[src/rtl/wdog_pkg.sv]
package wdog_pkg;
    localparam int unsigned BUS_W  = 32;
    localparam int unsigned CTRL_W = 6;

    // byte offsets of the registers
    localparam int unsigned OFS_COUNT  = 'h00;
    localparam int unsigned OFS_RELOAD = 'h04;
    localparam int unsigned OFS_KICK   = 'h08;
    localparam int unsigned OFS_CTRL   = 'h0C;
    localparam int unsigned OFS_PULSE  = 'h18;

    // control bit positions
    localparam int unsigned CB_RUN   = 0;
    localparam int unsigned CB_RST   = 1;
    localparam int unsigned CB_IRQ   = 2;
    localparam int unsigned CB_PULSE = 3;
    localparam int unsigned CB_FAST  = 4;
    localparam int unsigned CB_FULL  = 5;

    // key bytes in the top byte of the pulse configuration write
    localparam logic [7:0] KEY_POL_HIGH = 8'hA5;
    localparam logic [7:0] KEY_POL_LOW  = 8'h5A;
    localparam logic [7:0] KEY_DRV_PP   = 8'hA8;
    localparam logic [7:0] KEY_DRV_OD   = 8'h8A;

    typedef struct packed {
        logic irq;
        logic rst;
        logic tmo;
    } wdog_evt_t;
endpackage

[src/rtl/wdog_tick.sv]
module wdog_tick #(
    parameter bit REG_TICK = 1'b0
) (
    input  logic clk_i,
    input  logic rst_ni,
    input  logic fast_sel_i,
    input  logic ref_i,
    input  logic fast_i,
    output logic tick_o
);
    logic sel_tick;

    always_comb begin
        sel_tick = fast_sel_i ? fast_i : ref_i;
    end

    generate
        if (REG_TICK) begin : g_reg
            logic tick_d, tick_q;
            always_comb tick_d = sel_tick;
            always_ff @(posedge clk_i or negedge rst_ni) begin
                if (!rst_ni) tick_q <= 1'b0;
                else         tick_q <= tick_d;
            end
            assign tick_o = tick_q;
        end else begin : g_comb
            logic unused_clk;
            assign unused_clk = clk_i ^ rst_ni;
            assign tick_o = sel_tick;
        end
    endgenerate
endmodule

[src/rtl/wdog_cfg.sv]
module wdog_cfg import wdog_pkg::*; #(
    parameter int unsigned      ADDR_W     = 5,
    parameter int unsigned      CNT_W      = 32,
    parameter int unsigned      WIDTH_W    = 8,
    parameter logic [CNT_W-1:0] RELOAD_RST = 32'h03EF1480,
    parameter logic [WIDTH_W-1:0] WIDTH_RST = 8'hFF,
    parameter logic [15:0]      KICK_KEY   = 16'h4755
) (
    input  logic               clk_i,
    input  logic               rst_ni,
    input  logic               wr_i,
    input  logic [ADDR_W-1:0]  addr_i,
    input  logic [BUS_W-1:0]   wdata_i,
    output logic [CNT_W-1:0]   reload_o,
    output logic [CTRL_W-1:0]  ctrl_o,
    output logic [WIDTH_W-1:0] width_o,
    output logic               pol_high_o,
    output logic               push_pull_o,
    output logic               kick_o,
    output logic               en_load_o,
    output logic               run_o
);
    localparam logic [BUS_W-1:0] KICK_WORD = {{(BUS_W-16){1'b0}}, KICK_KEY};

    typedef struct packed {
        logic [CNT_W-1:0]   reload;
        logic [CTRL_W-1:0]  ctrl;
        logic [WIDTH_W-1:0] width;
        logic               hi;
        logic               pp;
    } cfg_t;

    localparam cfg_t CFG_RST = '{reload: RELOAD_RST, ctrl: '0, width: WIDTH_RST,
                                 hi: 1'b0, pp: 1'b0};

    cfg_t cfg_d, cfg_q;
    logic wr_reload, wr_ctrl, wr_kick, wr_pulse;
    logic [7:0] key_byte;

    always_comb begin
        wr_reload = wr_i && (addr_i == ADDR_W'(OFS_RELOAD));
        wr_ctrl   = wr_i && (addr_i == ADDR_W'(OFS_CTRL));
        wr_kick   = wr_i && (addr_i == ADDR_W'(OFS_KICK));
        wr_pulse  = wr_i && (addr_i == ADDR_W'(OFS_PULSE));
        key_byte  = wdata_i[BUS_W-1 -: 8];

        cfg_d = cfg_q;
        if (wr_reload) cfg_d.reload = wdata_i[CNT_W-1:0];
        if (wr_ctrl)   cfg_d.ctrl   = wdata_i[CTRL_W-1:0];
        if (wr_pulse) begin
            cfg_d.width = wdata_i[WIDTH_W-1:0];
            case (key_byte)
                KEY_POL_HIGH: cfg_d.hi = 1'b1;
                KEY_POL_LOW:  cfg_d.hi = 1'b0;
                KEY_DRV_PP:   cfg_d.pp = 1'b1;
                KEY_DRV_OD:   cfg_d.pp = 1'b0;
                default:      ;
            endcase
        end

        kick_o    = wr_kick && (wdata_i == KICK_WORD);
        en_load_o = wr_ctrl && wdata_i[CB_RUN] && !cfg_q.ctrl[CB_RUN];
        run_o     = wr_ctrl ? wdata_i[CB_RUN] : cfg_q.ctrl[CB_RUN];
    end

    always_ff @(posedge clk_i or negedge rst_ni) begin
        if (!rst_ni) cfg_q <= CFG_RST;
        else         cfg_q <= cfg_d;
    end

    assign reload_o    = cfg_q.reload;
    assign ctrl_o      = cfg_q.ctrl;
    assign width_o     = cfg_q.width;
    assign pol_high_o  = cfg_q.hi;
    assign push_pull_o = cfg_q.pp;
endmodule

[src/rtl/wdog_counter.sv]
module wdog_counter #(
    parameter int unsigned CNT_W = 32
) (
    input  logic             clk_i,
    input  logic             rst_ni,
    input  logic             load_i,
    input  logic             run_i,
    input  logic             tick_i,
    input  logic [CNT_W-1:0] reload_i,
    output logic [CNT_W-1:0] count_o,
    output logic             expire_o
);
    typedef struct packed {
        logic [CNT_W-1:0] cnt;
    } cnt_t;

    cnt_t st_d, st_q;

    always_comb begin
        st_d     = st_q;
        expire_o = 1'b0;
        if (load_i) begin
            st_d.cnt = reload_i;
        end else if (run_i && tick_i) begin
            if (st_q.cnt == '0) begin
                expire_o = 1'b1;
                st_d.cnt = reload_i;
            end else begin
                st_d.cnt = st_q.cnt - CNT_W'(1);
            end
        end
    end

    always_ff @(posedge clk_i or negedge rst_ni) begin
        if (!rst_ni) st_q <= '0;
        else         st_q <= st_d;
    end

    assign count_o = st_q.cnt;
endmodule

[src/rtl/wdog_top.sv]
module wdog_top import wdog_pkg::*; #(
    parameter int unsigned        ADDR_W     = 5,
    parameter int unsigned        CNT_W      = 32,
    parameter int unsigned        WIDTH_W    = 8,
    parameter logic [CNT_W-1:0]   RELOAD_RST = 32'h03EF1480,
    parameter logic [WIDTH_W-1:0] WIDTH_RST  = 8'hFF,
    parameter logic [15:0]        KICK_KEY   = 16'h4755,
    parameter bit                 REG_TICK   = 1'b0
) (
    input  logic               clk_i,
    input  logic               rst_ni,
    input  logic               bus_valid_i,
    input  logic               bus_write_i,
    input  logic [ADDR_W-1:0]  bus_addr_i,
    input  logic [BUS_W-1:0]   bus_wdata_i,
    output logic [BUS_W-1:0]   bus_rdata_o,
    input  logic               tick_ref_i,
    input  logic               tick_1m_i,
    output logic               irq_o,
    output logic               sys_rst_req_o,
    output logic               full_chip_o,
    output logic               timeout_pulse_o,
    output logic [WIDTH_W-1:0] pulse_width_o,
    output logic               pulse_high_o,
    output logic               pulse_push_pull_o
);
    // width field must stay clear of the two flag bits and the key byte
    localparam int unsigned PAD_W = BUS_W - 2 - WIDTH_W;

    logic [CNT_W-1:0]  reload_w, cnt_w;
    logic [CTRL_W-1:0] ctrl_w;
    logic              kick_w, en_load_w, run_w, load_w, tick_w, expire_w;
    wdog_evt_t         evt_d, evt_q;

    wdog_cfg #(
        .ADDR_W(ADDR_W), .CNT_W(CNT_W), .WIDTH_W(WIDTH_W),
        .RELOAD_RST(RELOAD_RST), .WIDTH_RST(WIDTH_RST), .KICK_KEY(KICK_KEY)
    ) i_cfg (
        .clk_i      (clk_i),
        .rst_ni     (rst_ni),
        .wr_i       (bus_valid_i && bus_write_i),
        .addr_i     (bus_addr_i),
        .wdata_i    (bus_wdata_i),
        .reload_o   (reload_w),
        .ctrl_o     (ctrl_w),
        .width_o    (pulse_width_o),
        .pol_high_o (pulse_high_o),
        .push_pull_o(pulse_push_pull_o),
        .kick_o     (kick_w),
        .en_load_o  (en_load_w),
        .run_o      (run_w)
    );

    wdog_tick #(.REG_TICK(REG_TICK)) i_tick (
        .clk_i     (clk_i),
        .rst_ni    (rst_ni),
        .fast_sel_i(ctrl_w[CB_FAST]),
        .ref_i     (tick_ref_i),
        .fast_i    (tick_1m_i),
        .tick_o    (tick_w)
    );

    assign load_w = kick_w || en_load_w;

    wdog_counter #(.CNT_W(CNT_W)) i_counter (
        .clk_i   (clk_i),
        .rst_ni  (rst_ni),
        .load_i  (load_w),
        .run_i   (run_w),
        .tick_i  (tick_w),
        .reload_i(reload_w),
        .count_o (cnt_w),
        .expire_o(expire_w)
    );

    always_comb begin
        evt_d.irq = expire_w && ctrl_w[CB_IRQ];
        evt_d.rst = expire_w && ctrl_w[CB_RST];
        evt_d.tmo = expire_w && ctrl_w[CB_PULSE];
    end

    always_ff @(posedge clk_i or negedge rst_ni) begin
        if (!rst_ni) evt_q <= '0;
        else         evt_q <= evt_d;
    end

    assign irq_o           = evt_q.irq;
    assign sys_rst_req_o   = evt_q.rst;
    assign timeout_pulse_o = evt_q.tmo;
    assign full_chip_o     = ctrl_w[CB_FULL];

    always_comb begin
        bus_rdata_o = '0;
        if (bus_valid_i && !bus_write_i) begin
            case (bus_addr_i)
                ADDR_W'(OFS_COUNT):  bus_rdata_o = BUS_W'(cnt_w);
                ADDR_W'(OFS_RELOAD): bus_rdata_o = BUS_W'(reload_w);
                ADDR_W'(OFS_CTRL):   bus_rdata_o = BUS_W'(ctrl_w);
                ADDR_W'(OFS_PULSE):  bus_rdata_o = {pulse_high_o, pulse_push_pull_o,
                                                    {PAD_W{1'b0}}, pulse_width_o};
                default:             bus_rdata_o = '0;
            endcase
        end
    end
endmodule

[config.mk]
export PLATFORM = sky130hd
export DESIGN_NAME = wdog_top
export DESIGN_NICKNAME = d
export VERILOG_FILES = /design/src/rtl/wdog_pkg.sv /design/src/rtl/wdog_tick.sv /design/src/rtl/wdog_cfg.sv /design/src/rtl/wdog_counter.sv /design/src/rtl/wdog_top.sv
export SDC_FILE = /design/constraint.sdc
export NUM_CORES = 1
export LEC_CHECK = 0
export ABC_AREA = 1
export CORE_UTILIZATION = 37
export CTS_BUF_LIST = sky130_fd_sc_hd__clkbuf_16
export CTS_CLUSTER_SIZE = 8
export DETAILED_ROUTE_END_ITERATION = 10
export PLACE_DENSITY_LB_ADDON = 0.1
export SYNTH_ARGS = -nofsm -noshare
export SYNTH_HDL_FRONTEND = slang
export SYNTH_SLANG_ARGS = --single-unit
[constraint.sdc]
create_clock -name clk_i -period 1.7 [get_ports clk_i]
set_input_delay 0.255 -clock clk_i [delete_from_list [all_inputs] [get_ports clk_i]]
set_output_delay 0.255 -clock clk_i [all_outputs]
set_load 0.02 [all_outputs]
==> flow_results.xml <==
<?xml version="1.0" encoding="UTF-8"?>
<metrics>
  <group name="logic_synthesis">
    <metric name="synth.yosys.warnings" unit="">0</metric>
    <metric name="yosys_most_used_dff" unit="">sky130_fd_sc_hd__dfrtp_1</metric>
    <metric name="synthMuxAreaShare" unit="%">0</metric>
    <metric name="synth_cells" unit="">870</metric>
    <metric name="synth-compound-area-share" unit="%">9.34</metric>
    <metric name="sequential_cell_area_fraction_in_the_yosys_report" unit="%">37.0</metric>
    <metric name="synth_top_family_by_area" unit="">simple AND/OR/NAND/NOR gates</metric>
    <metric name="synth_area_leaders" unit="">sky130_fd_sc_hd__dfrtp_1, sky130_fd_sc_hd__nand2_1, sky130_fd_sc_hd__dfstp_2</metric>
    <metric name="synth_simple_gate_area_share" unit="%">39.1</metric>
    <metric name="post-synth-top-area-cell" unit="">sky130_fd_sc_hd__dfrtp_1</metric>
    <metric name="asyncSetResetFlopFracSynth" unit="%">100</metric>
    <metric name="synth.top_cell.area_share" unit="%">27.8</metric>
    <metric name="yosys.area_share.xor_xnor" unit="%">2.93</metric>
    <metric name="syn_area" unit="µm²">5680</metric>
    <metric name="number_of_distinct_library_cell_variants_in_the_gate_level_netlist_after_synthesis" unit="">35</metric>
    <metric name="postSynthAreaPerCell" unit="µm²">6.53</metric>
    <metric name="synth_enable_flop_cells" unit="">0</metric>
    <metric name="syn_nets" unit="">915</metric>
    <metric name="synth_adder_area_share" unit="%">0.441</metric>
    <metric name="yosys_register_bits" unit="">83</metric>
  </group>
  <group name="power_and_ir_drop">
    <metric name="internal_power" unit="mW">6.60</metric>
    <metric name="clkPwrFrac" unit="%">20.3</metric>
    <metric name="share_comb_of_total_power" unit="%">53.2</metric>
    <metric name="p_leak" unit="nW">4.77</metric>
    <metric name="switching_power_of_the_nets" unit="mW">4.73</metric>
    <metric name="power_density" unit="nW/µm²">1200</metric>
    <metric name="power.ir.vdd_worst" unit="mV">0.520</metric>
    <metric name="fin_total_pwr" unit="mW">11.3</metric>
    <metric name="p_seq_share" unit="%">26.5</metric>
    <metric name="swShare" unit="%">41.7</metric>
  </group>
  <group name="timing">
    <metric name="rsz0062_at_grt" unit="">true</metric>
    <metric name="max_freq" unit="MHz">582</metric>
    <metric name="hold_slack" unit="ns">0.265</metric>
    <metric name="final_hold_viol_count" unit="">0</metric>
    <metric name="final_min_period_over_clock_period" unit="%">101</metric>
    <metric name="period_needed" unit="ns">1.72</metric>
    <metric name="setup_viol" unit="">17</metric>
    <metric name="worst_clock_skew" unit="ns">0.0127</metric>
    <metric name="slew_violations" unit="">0</metric>
    <metric name="relSlewSlack" unit="%">67.2</metric>
    <metric name="layout_setup_ws" unit="ns">-0.0187</metric>
    <metric name="timing_worst_slew_pin_value" unit="ns">0.491</metric>
  </group>
  <group name="hold_path">
    <metric name="worstHoldPathType" unit="">primary input to flip-flop</metric>
  </group>
  <group name="global_route">
    <metric name="globalRouteTotalUtil" unit="%">27.4</metric>
    <metric name="global_route_wire_length_before_repair" unit="µm">33800</metric>
    <metric name="grt_start_max_net_pins" unit="">84</metric>
    <metric name="overflow" unit="">0</metric>
    <metric name="first_global_vias" unit="">6281</metric>
    <metric name="antenna_found_initial" unit="">0</metric>
  </group>
  <group name="clock_tree">
    <metric name="numClockSinks" unit="">83</metric>
    <metric name="cts_max_path_buffers" unit="">2</metric>
    <metric name="h_tree_lvls" unit="">3</metric>
    <metric name="worst_setup_hold_path_clk_slew" unit="ns">0.07</metric>
    <metric name="root_buffer" unit="">sky130_fd_sc_hd__clkbuf_16</metric>
    <metric name="cts_made_buffers" unit="">9</metric>
    <metric name="cts_tree" unit="">yes</metric>
    <metric name="clk-insertion-delay-late" unit="ns">0.35</metric>
  </group>
  <group name="route">
    <metric name="drt_iter0_drc" unit="">550</metric>
    <metric name="dr_wl_met2" unit="µm">10000</metric>
    <metric name="routed-via-count" unit="">6794</metric>
    <metric name="finalWirelength" unit="µm">21800</metric>
    <metric name="via_per_inst" unit="">5.19</metric>
    <metric name="route.met3.wl" unit="µm">1370</metric>
    <metric name="topRoutingLayerUsed" unit="">met4</metric>
    <metric name="routedWlPerCell" unit="µm">16.7</metric>
    <metric name="wl_met1" unit="µm">9940</metric>
    <metric name="drt-pass1-iter-count" unit="">5</metric>
    <metric name="detail_route.drc_violations" unit="">0</metric>
    <metric name="drtAntennaViolNets" unit="">0</metric>
  </group>
  <group name="placed_design">
    <metric name="gpl.final_weighted_congestion" unit="">0.945</metric>
    <metric name="buffer_ports.inserted" unit="">88</metric>
    <metric name="dpl.hpwl" unit="µm">15800</metric>
    <metric name="placedCellCount" unit="">1272</metric>
  </group>
  <group name="flow_run">
    <metric name="cap_violations" unit="">0</metric>
  </group>
  <group name="critical_path">
    <metric name="cp_data_arrival_time" unit="ns">1.97</metric>
    <metric name="criticalPathCategory" unit="">primary input to flip-flop</metric>
    <metric name="worst_ep_required_time" unit="ns">1.95</metric>
    <metric name="timing.critical_path.from_type" unit="">primary input</metric>
    <metric name="worst_setup_path_end_kind" unit="">flip-flop</metric>
    <metric name="worstPathMaxFanout" unit="">12</metric>
  </group>
  <group name="run_status">
    <metric name="failed_checks" unit="">negative setup slack</metric>
    <metric name="run_status" unit="">complete, but fails checks</metric>
  </group>
  <group name="die">
    <metric name="die_width" unit="µm">126</metric>
    <metric name="start_util" unit="%">38.5</metric>
    <metric name="fp.coreArea" unit="µm²">14800</metric>
    <metric name="floorplan.die_area" unit="µm²">15900</metric>
    <metric name="floorplan.die.height" unit="µm">126</metric>
    <metric name="ios" unit="">89</metric>
    <metric name="num_rows" unit="">44</metric>
  </group>
  <group name="finish">
    <metric name="layout-drive-gt1-share" unit="%">39.3</metric>
    <metric name="fin_nets" unit="">1166</metric>
    <metric name="area_growth" unit="%">66.2</metric>
    <metric name="stdcell_count" unit="">1310</metric>
    <metric name="antenna_cells_inserted" unit="">0</metric>
  </group>
</metrics>
==> power groups by stage <==
| stage | combinational [mW] | clock, mW | sequential [mW] |
|---|---|---|---|
| global placement | 4.68 | 0 | 2.90 |
| CTS | 5.08 | 2.32 | 2.92 |
| detailed placement | 4.71 | 0 | 2.90 |
| finish | 6.03 | 2.30 | 3.00 |
| floorplan | 2.45 | 0 | 2.90 |
| global route | 6.59 | 2.38 | 3.05 |
==> Yosys cell counts, types with 2 or more instances <==
library cell               instances
sky130_fd_sc_hd__dfrtp_1          63
sky130_fd_sc_hd__a21oi_1          37
sky130_fd_sc_hd__nand2_2           4
sky130_fd_sc_hd__o21ai_0          45
sky130_fd_sc_hd__nand4_1          47
sky130_fd_sc_hd__clkbuf_1         22
sky130_fd_sc_hd__nand3_1          72
sky130_fd_sc_hd__ha_1              2
sky130_fd_sc_hd__dfstp_2          20
sky130_fd_sc_hd__inv_2             2
sky130_fd_sc_hd__nor2_2            3
sky130_fd_sc_hd__nor2_4            3
sky130_fd_sc_hd__xnor2_1           8
sky130_fd_sc_hd__clkinv_1          2
sky130_fd_sc_hd__nand2_1         264
sky130_fd_sc_hd__nand3_2           5
sky130_fd_sc_hd__nor2_1           98
sky130_fd_sc_hd__inv_1           120
sky130_fd_sc_hd__o22ai_1           8
sky130_fd_sc_hd__o221ai_1          3
sky130_fd_sc_hd__buf_4             6
sky130_fd_sc_hd__xor2_1           11
sky130_fd_sc_hd__nor3_1            9
sky130_fd_sc_hd__buf_2             5
==> sequential cells by signal, summed over array words and instances (netlist names) <==
name / flops
i_counter.count_o: 32
i_cfg.push_pull_o: 1
i_cfg.pol_high_o: 1
i_cfg.ctrl_o: 6
sys_rst_req_o: 1
i_cfg.width_o: 8
i_cfg.reload_o: 32
timeout_pulse_o: 1
irq_o: 1
==> metal layers <==
metal / global-route usage, % / up-vias
met3: 4.50 / 30
met1: 39.2 / 3209
met2: 42.1 / 254
li1: - / 3301
met4: 8.58 / 0
met5: 0 / -
==> cell type report <==
type / count / area, µm²
Timing Repair Buffer: 273 / 2480
Inverter: 124 / 479
Fill cell: 1292 / 5320
Tap cell: 184 / 230
Clock buffer: 9 / 225
Clock inverter: 7 / 115
Multi-Input combinational cell: 629 / 3790
Sequential cell: 83 / 2110
Timing Repair inverter: 1 / 5.00
==> metrics by stage <==
stage / util, % / instance area (µm²) / setup TNS (ns) / setup WS (ns)
floorplan: - / 5680 / 0 / 0.00539
global placement: 54.0 / 7970 / -58.96 / -0.852
detailed placement: 54.0 / 7970 / -61.74 / -0.882
CTS: 59.2 / 8730 / -0.193 / -0.0581
global route: 64.0 / 9440 / -3.63 / -0.124
finish: 64.0 / 9440 / -0.156 / -0.0187
==> path summary, 6_finish.rpt <==
path	cells past startpoint	startpoint	to	slack, ns
max	12	bus_addr_i[2]	i_counter.count_o[12]	-0.02
min	4	bus_wdata_i[5]	i_cfg.ctrl_o[5]	0.27
max reg2reg	10	i_counter.count_o[10]	i_counter.count_o[12]	-0.01
min reg2reg	2	i_cfg.reload_o[30]	i_cfg.reload_o[30]	0.49
max in group asynchronous	3	rst_ni	i_counter.count_o[16]	0.80
min in group asynchronous	3	rst_ni	i_counter.count_o[5]	0.47
==> critical path, cell delays in order <==
cell and delay, ns:
sky130_fd_sc_hd__dlygate4sd2_1 0.24, sky130_fd_sc_hd__inv_2 0.07, sky130_fd_sc_hd__nor2_4 0.11, sky130_fd_sc_hd__nand3_4 0.17
sky130_fd_sc_hd__buf_6 0.18, sky130_fd_sc_hd__nor2_4 0.17, sky130_fd_sc_hd__nand3_4 0.22, sky130_fd_sc_hd__nand3_4 0.18
sky130_fd_sc_hd__buf_12 0.14, sky130_fd_sc_hd__nand2_1 0.08, sky130_fd_sc_hd__nand3_1 0.09, sky130_fd_sc_hd__nand2_1 0.05
==> kinds of logic (layout without fill, tap and decap cells) <==
kind of cell,Yosys count,after routing
simple gates,509,510
buf+inv,159,414
compound gates,98,98
flops,83,83
xor+xnor,19,19
fa+ha+maj,2,2
==> cells in the final DEF, fill, tap and decap left out, drive strengths merged, types with 2 or more instances in the layout <==
master,synthesis,routed
a21oi,37,37
buf,13,220
bufinv,0,3
clkbuf,22,9
clkdlybuf4s50,0,33
clkinv,2,5
dfrtp,63,63
dfstp,20,20
dlygate4sd2,0,11
dlymetal6s2s,0,7
ha,2,2
inv,122,123
nand2,268,268
nand3,78,79
nand4,47,47
nor2,104,104
nor3,9,9
o21ai,46,46
o221ai,3,3
o22ai,8,8
xnor2,8,8
xor2,11,11
==> timing repair <==
action	CTS	global route
endpoints found under the hold margin	63	0
resized for setup	290	181
hold buffers	1	0
gates cloned	4	1
pin swaps	34	62
setup buffers	9	11
setup endpoints to repair	93	86
(Power assumes the default switching activity.)
